==> src/rtl/intc_pkg.sv <==
package intc_pkg;
  typedef enum logic [2:0] {
    ST_IDLE = 3'd0,
    ST_W2   = 3'd1,
    ST_W3   = 3'd2,
    ST_W4   = 3'd3,
    ST_RUN  = 3'd4
  } cfg_state_t;

  localparam logic [1:0] ADDR_CMD  = 2'd0;
  localparam logic [1:0] ADDR_DATA = 2'd1;
  localparam logic [1:0] ADDR_TRIG = 2'd2;

  localparam int INIT_BIT   = 4;
  localparam int OCW3_BIT   = 3;
  localparam int NEED4_BIT  = 0;
  localparam int AEOI_BIT   = 1;
  localparam int RSEL_EN    = 1;
  localparam int RSEL_VAL   = 0;
  localparam logic [2:0] EOI_SPEC = 3'b011;
endpackage

==> src/rtl/intc_regif.sv <==
module intc_regif
  import intc_pkg::*;
#(
  parameter int N  = 8,
  parameter int DW = 8,
  parameter int LW = $clog2(N)
) (
  input  logic          clk,
  input  logic          rst,
  input  logic          wr_en,
  input  logic [1:0]    addr,
  input  logic [DW-1:0] wr_data,
  output logic [N-1:0]  mask_q,
  output logic [N-1:0]  trig_q,
  output logic          rd_sel_q,
  output logic [DW-LW-1:0] base_q,
  output logic          aeoi_q,
  output logic          run,
  output logic          init_cmd,
  output logic          eoi_valid,
  output logic [LW-1:0] eoi_idx
);
  cfg_state_t st_q;
  logic need4_q;
  logic is_cmd, is_data, is_trig, cmd_ocw3, cmd_ocw2;

  assign is_cmd   = wr_en && (addr == ADDR_CMD);
  assign is_data  = wr_en && (addr == ADDR_DATA);
  assign is_trig  = wr_en && (addr == ADDR_TRIG);
  assign init_cmd = is_cmd && wr_data[INIT_BIT];
  assign cmd_ocw3 = is_cmd && !wr_data[INIT_BIT] && wr_data[OCW3_BIT];
  assign cmd_ocw2 = is_cmd && !wr_data[INIT_BIT] && !wr_data[OCW3_BIT];
  assign eoi_valid = cmd_ocw2 && (wr_data[DW-1:DW-3] == EOI_SPEC);
  assign eoi_idx   = wr_data[LW-1:0];
  assign run       = (st_q == ST_RUN);

  always_ff @(posedge clk) begin
    if (rst) begin
      st_q     <= ST_IDLE;
      need4_q  <= 1'b0;
      mask_q   <= '1;
      trig_q   <= '0;
      rd_sel_q <= 1'b0;
      base_q   <= '0;
      aeoi_q   <= 1'b0;
    end else begin
      if (is_trig) trig_q <= wr_data[N-1:0];
      if (init_cmd) begin
        st_q     <= ST_W2;
        need4_q  <= wr_data[NEED4_BIT];
        aeoi_q   <= 1'b0;
        rd_sel_q <= 1'b0;
      end else if (cmd_ocw3 && wr_data[RSEL_EN]) begin
        rd_sel_q <= wr_data[RSEL_VAL];
      end
      if (is_data) begin
        case (st_q)
          ST_W2: begin
            base_q <= wr_data[DW-1:LW];
            st_q   <= ST_W3;
          end
          ST_W3: st_q <= need4_q ? ST_W4 : ST_RUN;
          ST_W4: begin
            aeoi_q <= wr_data[AEOI_BIT];
            st_q   <= ST_RUN;
          end
          default: mask_q <= wr_data[N-1:0];
        endcase
      end
    end
  end

  // the start-up words never disturb the mask
  assert_mask_hold_R2: assert property (@(posedge clk) disable iff (rst)
    (st_q == ST_W2 || st_q == ST_W3 || st_q == ST_W4) |=> $stable(mask_q));

  // base word is followed by the cascade word
  assert_seq_step_R2: assert property (@(posedge clk) disable iff (rst)
    (st_q == ST_W2 && is_data) |=> (st_q == ST_W3));
endmodule

==> src/rtl/intc_request.sv <==
module intc_request #(
  parameter int N = 8
) (
  input  logic         clk,
  input  logic         rst,
  input  logic [N-1:0] irq_in,
  input  logic [N-1:0] trig,
  input  logic [N-1:0] clr,
  output logic [N-1:0] irr_q
);
  logic [N-1:0] prev_q;

  for (genvar i = 0; i < N; i++) begin : g_line
    always_ff @(posedge clk) begin
      if (rst) begin
        irr_q[i]  <= 1'b0;
        prev_q[i] <= 1'b0;
      end else begin
        prev_q[i] <= irq_in[i];
        if (trig[i]) irr_q[i] <= irq_in[i];
        else         irr_q[i] <= (irr_q[i] & ~clr[i]) | (irq_in[i] & ~prev_q[i]);
      end
    end

    // a rising edge on an edge line is always captured
    assert_edge_latch_R13: assert property (@(posedge clk) disable iff (rst)
      (!trig[i] && irq_in[i] && !prev_q[i]) |=> irr_q[i]);
  end
endmodule

==> src/rtl/intc_resolve.sv <==
module intc_resolve #(
  parameter int N  = 8,
  parameter int LW = $clog2(N)
) (
  input  logic [N-1:0]  irr,
  input  logic [N-1:0]  mask,
  input  logic [N-1:0]  isr,
  output logic          found,
  output logic [LW-1:0] win_idx,
  output logic [N-1:0]  win_oh
);
  logic [N-1:0] cand;
  logic         blk;

  always_comb begin
    blk  = 1'b0;
    cand = '0;
    for (int i = 0; i < N; i++) begin
      cand[i] = irr[i] & ~mask[i] & ~isr[i] & ~blk;
      blk     = blk | isr[i];
    end
    found   = 1'b0;
    win_idx = '0;
    for (int i = N - 1; i >= 0; i--) begin
      if (cand[i]) begin
        found   = 1'b1;
        win_idx = i[LW-1:0];
      end
    end
    win_oh = '0;
    if (found) win_oh[win_idx] = 1'b1;
  end
endmodule

==> src/rtl/prio_intc.sv <==
module prio_intc
  import intc_pkg::*;
#(
  parameter int N  = 8,
  parameter int DW = 8
) (
  input  logic          clk,
  input  logic          rst,
  input  logic          wr_en,
  input  logic [1:0]    addr,
  input  logic [DW-1:0] wr_data,
  output logic [DW-1:0] rd_data,
  input  logic [N-1:0]  irq_in,
  input  logic          inta,
  output logic          int_out,
  output logic [DW-1:0] vec_out,
  output logic          vec_valid
);
  localparam int LW = $clog2(N);

  logic [N-1:0] mask_q, trig_q, irr_q, isr_q, win_oh, ack_set, irr_clr, eoi_oh;
  logic rd_sel_q, aeoi_q, run, init_cmd, eoi_valid, found, ack_go;
  logic [DW-LW-1:0] base_q;
  logic [LW-1:0] eoi_idx, win_idx;

  intc_regif #(.N(N), .DW(DW), .LW(LW)) u_regif (
    .clk(clk), .rst(rst), .wr_en(wr_en), .addr(addr), .wr_data(wr_data),
    .mask_q(mask_q), .trig_q(trig_q), .rd_sel_q(rd_sel_q), .base_q(base_q),
    .aeoi_q(aeoi_q), .run(run), .init_cmd(init_cmd),
    .eoi_valid(eoi_valid), .eoi_idx(eoi_idx)
  );

  intc_request #(.N(N)) u_req (
    .clk(clk), .rst(rst), .irq_in(irq_in), .trig(trig_q),
    .clr(irr_clr), .irr_q(irr_q)
  );

  intc_resolve #(.N(N), .LW(LW)) u_res (
    .irr(irr_q), .mask(mask_q), .isr(isr_q),
    .found(found), .win_idx(win_idx), .win_oh(win_oh)
  );

  assign ack_go  = inta && run;
  assign irr_clr = (ack_go && found) ? win_oh : '0;
  assign ack_set = (ack_go && found && !aeoi_q) ? win_oh : '0;

  always_comb begin
    eoi_oh = '0;
    if (eoi_valid) eoi_oh[eoi_idx] = 1'b1;
  end

  always_ff @(posedge clk) begin
    if (rst) begin
      isr_q     <= '0;
      int_out   <= 1'b0;
      vec_valid <= 1'b0;
      vec_out   <= '0;
      rd_data   <= '0;
    end else begin
      if (init_cmd) isr_q <= '0;
      else          isr_q <= (isr_q & ~eoi_oh) | ack_set;
      int_out   <= run && found;
      vec_valid <= ack_go;
      if (ack_go) vec_out <= {base_q, found ? win_idx : {LW{1'b1}}};
      case (addr)
        ADDR_CMD:  rd_data <= DW'(rd_sel_q ? isr_q : irr_q);
        ADDR_DATA: rd_data <= DW'(mask_q);
        ADDR_TRIG: rd_data <= DW'(trig_q);
        default:   rd_data <= '0;
      endcase
    end
  end

  // no interrupt is raised before the start-up sequence completes
  assert_int_needs_run_R1: assert property (@(posedge clk) disable iff (rst)
    int_out |-> $past(run));

  // an empty acknowledge yields the lowest-priority line number
  assert_spurious_vec_R12: assert property (@(posedge clk) disable iff (rst)
    (ack_go && !found) |=> (vec_valid && (vec_out[LW-1:0] == {LW{1'b1}})));

  // an empty acknowledge leaves in-service untouched
  assert_spurious_isr_R12: assert property (@(posedge clk) disable iff (rst)
    (ack_go && !found && !eoi_valid && !init_cmd) |=> $stable(isr_q));

  // specific end-of-interrupt clears its level
  assert_eoi_clear_R9: assert property (@(posedge clk) disable iff (rst)
    (eoi_valid && !ack_set[eoi_idx]) |=> !isr_q[$past(eoi_idx)]);

  // vector upper bits come from the programmed base
  assert_vec_base_R3: assert property (@(posedge clk) disable iff (rst)
    vec_valid |-> (vec_out[DW-1:LW] == $past(base_q)));
endmodule

==> config.mk <==
export PLATFORM = sky130hd
export DESIGN_NAME = prio_intc
export DESIGN_NICKNAME = d
export VERILOG_FILES = /design/src/rtl/intc_pkg.sv /design/src/rtl/intc_regif.sv /design/src/rtl/intc_request.sv /design/src/rtl/intc_resolve.sv /design/src/rtl/prio_intc.sv
export SDC_FILE = /design/constraint.sdc
export NUM_CORES = 1
export LEC_CHECK = 0
export ABC_AREA = 1
export BUFFER_PORTS_ARGS = -buffer_cell sky130_fd_sc_hd__buf_2
export CAP_MARGIN = 30
export CORE_UTILIZATION = 60
export CTS_CLUSTER_DIAMETER = 120
export CTS_CLUSTER_SIZE = 20
export DETAILED_ROUTE_END_ITERATION = 7
export GPL_TIMING_DRIVEN = 0
export PLACE_DENSITY = 0.83
export SETUP_SLACK_MARGIN = 0.02
export SLEW_MARGIN = 20
export SYNTH_ARGS = -nofsm -noshare
export SYNTH_HDL_FRONTEND = slang
export SYNTH_SLANG_ARGS = --single-unit
export TNS_END_PERCENT = 20
==> constraint.sdc <==
create_clock -name clk -period 2.8 [get_ports clk]
set_input_delay 0.56 -clock clk [delete_from_list [all_inputs] [get_ports clk]]
set_output_delay 0.56 -clock clk [all_outputs]
set_load 0.05 [all_outputs]
# ---- Word level (Yosys, flattened, before mapping)
# Cells that the tools add are included.
dict set report word_totals {
  out_inout_bits 18
  inputBits 22
  elab_cells 199
  regBits 69
}
dict set report classes {
  order_cmp 4
  n_reduce_logical 23
  bitwise 95
  mux 42
  n_eq_ne 7
}
# op count
set ops {}
lappend ops {{$mux 8} 5}
lappend ops {{$and 1x1->1} 39}
lappend ops {{$not 1->1} 39}
lappend ops {{$mux 3} 12}
lappend ops {{$pmux 8 s3} 1}
lappend ops {{$mux 1} 21}
lappend ops {{$logic_and 1x1->1} 15}
lappend ops {{$or 1x1->1} 14}
lappend ops {{$eq 3x2->1 const B} 3}
lappend ops {{$pmux 3 s3} 1}
lappend ops {{$and 8x8->8} 1}
lappend ops {{$lt 3x4->1 const B} 2}
lappend ops {{$not 8->8} 1}
lappend ops {{$or 8x8->8} 1}
lappend ops {{$demux 1 s3} 2}
lappend ops {{$ge 3x1->1 const B} 2}
lappend ops {{$reduce_and 2->1} 2}
lappend ops {{$eq 3x1->1 const B} 1}
lappend ops {{$eq 3x3->1 const B} 1}
lappend ops {{$logic_not 1->1} 3}
lappend ops {{$reduce_or 3->1} 1}
lappend ops {{$eq 2x1->1 const B} 1}
lappend ops {{$eq 2x2->1 const B} 1}
lappend ops {{$logic_not 2->1} 1}
lappend ops {{$reduce_or 2->1} 1}

# ---- Depth between registers and ports, before layout
dict set report depth {
  depth_word 26
  ltp_mapped 13
  depth_no_buf 13
}

# ---- By module
# Synthesis repeated with hierarchy kept, for this count alone.
dict set report hier_totals {
  hier_cells 528
  area_unflattened_um2 3452.1
}
# mod area_per_inst_um2 seq_area_each_um2 n_inst cells_each
set modules_own_cells {}
lappend modules_own_cells {prio_intc 1320.0 520.5 1 208}
lappend modules_own_cells {intc_regif 1151.1 540.5 1 160}
lappend modules_own_cells {intc_request 661.9 320.3 1 98}
lappend modules_own_cells {intc_resolve 319.1 0.0 1 62}

# ---- Least setup slack after synthesis
# OpenSTA, ideal clock, no wires.
dict set report synth_timing {
  kind {input-to-reg}
  start {in addr[0]}
  end {reg isr_q[3]}
  setup_slack_ns 1.179
  t_required_ns 2.672
  arrival_time_ns 1.493
  cell_stages 6
  n_path_buf 0
  setup_ns 0.128
  path_cell_list {nor2_1 > nand2_1 > nor2_1 > nand2_1 > o41ai_1 > a21oi_1}
}
dict set report synth_between {
  elab_chain_len 9
  word_cells_on_any_way 11
  cone_classes {mux: 1; bitwise: 3; reduce/logical: 7}
}
# element line
set synth_lines {}
lappend synth_lines {{start: declaration} prio_intc.sv:10} ;# input logic [1:0] addr,
lappend synth_lines {{$logic_not 2->1 *} intc_regif.sv:27} ;# assign is_cmd = wr_en && (addr == ADDR_CMD);
lappend synth_lines {{$logic_and 1x1->1 *} intc_regif.sv:27}
lappend synth_lines {{$logic_and 1x1->1 (2 in a row)} intc_regif.sv:32} ;# assign cmd_ocw2 = is_cmd && !wr_data[INIT_BIT] && !wr_data[OCW3_BIT];
lappend synth_lines {{$logic_and 1x1->1} intc_regif.sv:33} ;# assign eoi_valid = cmd_ocw2 && (wr_data[DW-1:DW-3] == EOI_SPEC);
lappend synth_lines {{$mux 8} prio_intc.sv:49} ;# if (eoi_valid) eoi_oh[eoi_idx] = 1'b1;
lappend synth_lines {{$not 8->8} prio_intc.sv:61} ;# else isr_q <= (isr_q & ~eoi_oh) | ack_set;
lappend synth_lines {{$and 8x8->8} prio_intc.sv:61}
lappend synth_lines {{$or 8x8->8} prio_intc.sv:61}
lappend synth_lines {{end signal: assignment} prio_intc.sv:61}
lappend synth_lines {{end: declaration} prio_intc.sv:21} ;# logic [N-1:0] mask_q, trig_q, irr_q, isr_q, win_oh, ack_set, irr_clr, eoi_oh;
# Mark *: on every way between the ends. The rest lies on a longest branch, timed or not.
# A chain may end at the register's enable or synchronous reset.

# ---- Worst setup path after layout
dict set report layout_timing {
  start {in addr[0]}
  end {reg u_regif.st_q[2]}
}
dict set report layout_between {
  elab_chain_len 6
  word_cells_on_any_way 8
  cone_classes {eq/ne: 1; mux: 3; reduce/logical: 4}
}
# element line
set layout_lines {}
lappend layout_lines {{$logic_not 2->1} intc_regif.sv:27}
lappend layout_lines {{$logic_and 1x1->1} intc_regif.sv:27}
lappend layout_lines {{$logic_and 1x1->1} intc_regif.sv:30} ;# assign init_cmd = is_cmd && wr_data[INIT_BIT];
lappend layout_lines {{$mux 3} intc_regif.sv:48} ;# if (init_cmd) begin
lappend layout_lines {{$pmux 3 s3} intc_regif.sv:57} ;# case (st_q)
lappend layout_lines {{$mux 3 *} intc_regif.sv:56} ;# if (is_data) begin
lappend layout_lines {{end signal: assignment} intc_regif.sv:62} ;# ST_W3: st_q <= need4_q ? ST_W4 : ST_RUN;
lappend layout_lines {{end: declaration} intc_regif.sv:23} ;# cfg_state_t st_q;
# Marked as above.

==> impl_table.tex <==
\begin{tabular}{lr}
\hline
Metric & Value \\
\hline
\multicolumn{2}{l}{\textbf{Power}} \\
\quad Portion of total power attributed to sequential cells & between 50\% and 60\% \\
\quad Switching power total & about 0.00054 W \\
\quad Portion of total power attributed to combinational logic & between 10\% and 20\% \\
\quad Internal power & roughly 0.0015 W \\
\quad Max VDD drop & just over 0.4 mV \\
\quad Clock group share of total power & 39.2\% \\
\quad PD cells & around 600 nW/µm² \\
\quad Switching power as a share of total power & between 20\% and 30\% \\
\quad Leakage & between 1.5 and 2 nW \\
\multicolumn{2}{l}{\textbf{Setup path}} \\
\quad Startpoint-to-endpoint class of the critical path & primary input to flop \\
\quad Timing startpoint of the critical path & addr[0] \\
\quad Crit path max fanout & 10 \\
\quad WP data arrival & 2120 ps \\
\quad CP required & between 3000 and 4000 ps \\
\quad Worst reg2reg startpoint & isr\_q[0] \\
\quad Nature of the critical path startpoint & primary input \\
\quad Type of destination of the critical path & flop \\
\multicolumn{2}{l}{\textbf{Synthesis}} \\
\quad Post-synthesis sequential area ratio & 45.83\% \\
\quad Number of flops mapped to enable cells by yosys & 0 \\
\quad Share of synthesized registers carrying an async set or reset & 0\% \\
\quad Primary FF master, synth & sky130\_fd\_sc\_hd\_\_dfxtp\_1 \\
\quad Synth warnings & 0 \\
\quad Total standard cell area after synthesis & $\sim$3000 µm² \\
\quad Post-Syn Nets & roughly 430 \\
\quad Number of unique standard cell types used by synthesis & 35 \\
\quad Synthesized area per cell & 7.461 µm² \\
\quad Flip-flop and latch count after synthesis & 69 \\
\quad Post-Synthesis Cells & between 400 and 500 \\
\multicolumn{2}{l}{\textbf{STA}} \\
\quad RSZ-0062 raised after global routing & false \\
\quad Total setup violations reported at the end of the flow & 0 \\
\quad Fmax achieved & 523.7 MHz \\
\quad Transition time at the pin with the least slew margin & 692.3 ps \\
\quad Worst setup slack after layout & between 800 and 900 ps \\
\quad Fin. max-slew vios & 0 \\
\quad Relative slew slack & between 50\% and 60\% \\
\quad Sum of negative setup slack & 0 ps \\
\quad Post-route minimum period & around 1900 ps \\
\quad Final cycle utilization of the critical path & around two thirds \\
\quad Hold Fails Final Rpt & 0 \\
\quad Post-route clock skew & approximately 11 ps \\
\multicolumn{2}{l}{\textbf{Clocking}} \\
\quad Total of cells resized after clock tree synthesis & 0 \\
\quad CTS sink cnt & 69 \\
\quad CTS Root Cell & sky130\_fd\_sc\_hd\_\_clkbuf\_8 \\
\quad H-Tree Level Count & 3 \\
\quad Setup Buffers After CTS & 0 \\
\quad Clock slew at the register clock pins of the worst setup and hold paths & 70 ps \\
\quad Number of buffers created by CTS & 9 \\
\quad Hold buffer count at CTS & 0 \\
\quad Buffers from clock root to sink, at most & 2 \\
\quad Worst-Skew Late Latency & approximately 350 ps \\
\quad Clock tree from TritonCTS & yes \\
\multicolumn{2}{l}{\textbf{Layout}} \\
\quad Number of nets in the final layout & approximately 470 \\
\quad Area Overhead vs Synth & 14.99\% \\
\quad Layout cells sized above 1 & between 10\% and 20\% \\
\quad Antenna Cells & 0 \\
\quad FILL cells & between 400 and 500 \\
\multicolumn{2}{l}{\textbf{Drt}} \\
\quad Via count of the routed design & about 3.0k \\
\quad Initial drt markers & $\sim$240 \\
\quad Via density per instance & roughly 5.7 \\
\quad Number of nets with antenna violations after routing & 0 \\
\quad Detailed-router iteration count before antenna repair & 5 \\
\quad Residual DRC & 0 \\
\quad Routed WL per cell & around 16 µm \\
\quad Sum of routed wire length over all layers & around 8200 µm \\
\multicolumn{2}{l}{\textbf{Floorplan}} \\
\quad I/O pin count & 40 \\
\quad Number of placement rows & 25 \\
\quad Die extent in x & approximately 73 µm \\
\quad Effective utilization at floorplan & a little over three fifths \\
\quad Floorplan die area & 5311 µm² \\
\quad Core Footprint & around 4800 µm² \\
\quad Die extent in y & $\sim$73 µm \\
\multicolumn{2}{l}{\textbf{Placed design}} \\
\quad Pre-CTS setup slack & $\sim$570 ps \\
\quad Placed wire-length estimate after detailed placement & a little under 6000 µm \\
\quad GPL Wtd Cong & between 1 and 1.5 \\
\quad Number of buffers inserted by port buffering & 35 \\
\multicolumn{2}{l}{\textbf{Hold path}} \\
\quad Worst min path class & primary input to flop \\
\quad Startpoint of the lowest-slack hold path & irq\_in[2] \\
\multicolumn{2}{l}{\textbf{Run status}} \\
\quad Result of the run & completed \\
\multicolumn{2}{l}{\textbf{GRT}} \\
\quad Number of antenna violations at the first check in global routing & 0 \\
\quad Overflow left after global routing & 0 \\
\quad Pin count of the biggest net entering global routing & 11 \\
\quad Vias in the first global route & between 2k and 3k \\
\quad Wire length of the first global-routing pass & around 13000 µm \\
\quad Total routing usage reported by global routing & between 30\% and 40\% \\
\multicolumn{2}{l}{\textbf{Flow run}} \\
\quad Max cap viols & 0 \\
\hline
\end{tabular}
-- cell type report --
class	count	area [µm²]	area share, %
sequential	69	1381	39.86
multi-input combinational	262	1355	39.10
inverter	60	225.2	6.498
timing repair buffer	35	175.2	5.054
clock buffer	14	162.7	4.693
tap	67	83.83	2.419
buffer	13	52.55	1.516
clock inverter	1	30.03	0.8664
-- cell usage in the layout (no fill, tap or decap), drive strengths merged --
cell,n
inv,59
buf,36
a211oi,1
o41ai,4
a41oi,3
clkinv,1
nor4,1
o22ai,1
nand4,7
o21ai,35
o211ai,7
nand3,25
o21bai,1
dfxtp,69
nand2,65
clkbuf,26
a31oi,1
a21boi,1
nor2,58
a21oi,33
nor3,10
o21a,1
bufinv,1
a221oi,8
-- metrics by stage --
stage / hold WS (ps) / util (%) / area (µm²) / power (W) / std cells
2_1_floorplan: 436.1 / - / 3014 / 0.001212 / 404
3_3_place_gp: 450.1 / 68.39 / 3273 / 0.001276 / 506
3_5_place_dp: 452.3 / 68.39 / 3273 / 0.001282 / 506
4_1_cts: 414.7 / 72.42 / 3466 / 0.002087 / 521
5_1_grt: 422.6 / 72.42 / 3466 / 0.002162 / 521
6_report: 425.0 / 72.42 / 3466 / 0.002079 / 521
-- synthesized netlist by cell type (2+ instances only) --
cell type	number	area [µm²]
sky130_fd_sc_hd__nor2_2	2	12.51
sky130_fd_sc_hd__nand2_1	62	232.7
sky130_fd_sc_hd__a221oi_1	8	70.07
sky130_fd_sc_hd__nand4_1	6	37.54
sky130_fd_sc_hd__nor2_1	53	198.9
sky130_fd_sc_hd__nor3_2	2	20.02
sky130_fd_sc_hd__nor3_1	7	35.03
sky130_fd_sc_hd__inv_1	58	217.7
sky130_fd_sc_hd__clkbuf_1	12	45.04
sky130_fd_sc_hd__o211ai_1	7	52.55
sky130_fd_sc_hd__o41ai_1	4	35.03
sky130_fd_sc_hd__nand3_4	2	35.03
sky130_fd_sc_hd__nor2_4	3	33.78
sky130_fd_sc_hd__dfxtp_1	69	1381
sky130_fd_sc_hd__a21oi_1	33	165.2
sky130_fd_sc_hd__o21ai_0	32	160.2
sky130_fd_sc_hd__nand3_1	22	110.1
sky130_fd_sc_hd__a41oi_1	3	26.28
sky130_fd_sc_hd__nand2_2	2	12.51
sky130_fd_sc_hd__o21ai_1	2	10.01
-- critical path, stage by stage --
cell and delay (ps):
sky130_fd_sc_hd__buf_2 110, sky130_fd_sc_hd__nor2_1 540, sky130_fd_sc_hd__nand3_1 360, sky130_fd_sc_hd__nand2_1 410, sky130_fd_sc_hd__o22ai_1 130
-- per-layer routing --
| metal | track usage [%] | part of all wire, % |
|---|---|---|
| met4 | 17.43 | 3.2 |
| met2 | 52.54 | 45 |
| met1 | 43.04 | 42 |
| met5 | 0 | 0 |
| met3 | 10.36 | 10 |
-- power by group through the flow --
stage | clock network, W | logic, W | registers, W
floorplan | 0 | 0.000126 | 0.00109
global placement | 0 | 0.000215 | 0.00106
detailed placement | 0 | 0.000219 | 0.00106
CTS | 0.000826 | 0.000220 | 0.00104
global route | 0.000870 | 0.000246 | 0.00105
finish | 0.000815 | 0.000223 | 0.00104
-- cells by family (layout without fill, tap and decap cells) --
logic type	after synthesis	count (layout)	share of synthesized area [%]
compound gates	96	96	18.93
flops	69	69	45.83
simple gates	166	166	26.03
buf+inv	73	123	9.215
-- path summary, 6_finish.rpt --
kind / end / slack (ps) / cells past startpoint
worst max-delay path: u_regif.st_q[2] / 890 / 5
worst min-delay path: u_req.prev_q[2] / 430 / 3
worst max register to register: u_req.irr_q[4] / 990 / 12
worst min register to register: vec_out[3] / 460 / 2
-- flip-flops by register name, summed over array words and instances, names as in the netlist --
register,cells
u_regif.rd_sel_q,1
u_regif.trig_q,8
u_req.irr_q,8
int_out,1
vec_out,8
u_regif.st_q,3
u_regif.need4_q,1
isr_q,8
vec_valid,1
u_regif.base_q,5
rd_data,8
u_regif.aeoi_q,1
u_regif.mask_q,8
u_req.prev_q,8
No activity file was read; power rests on OpenSTA's default activity.
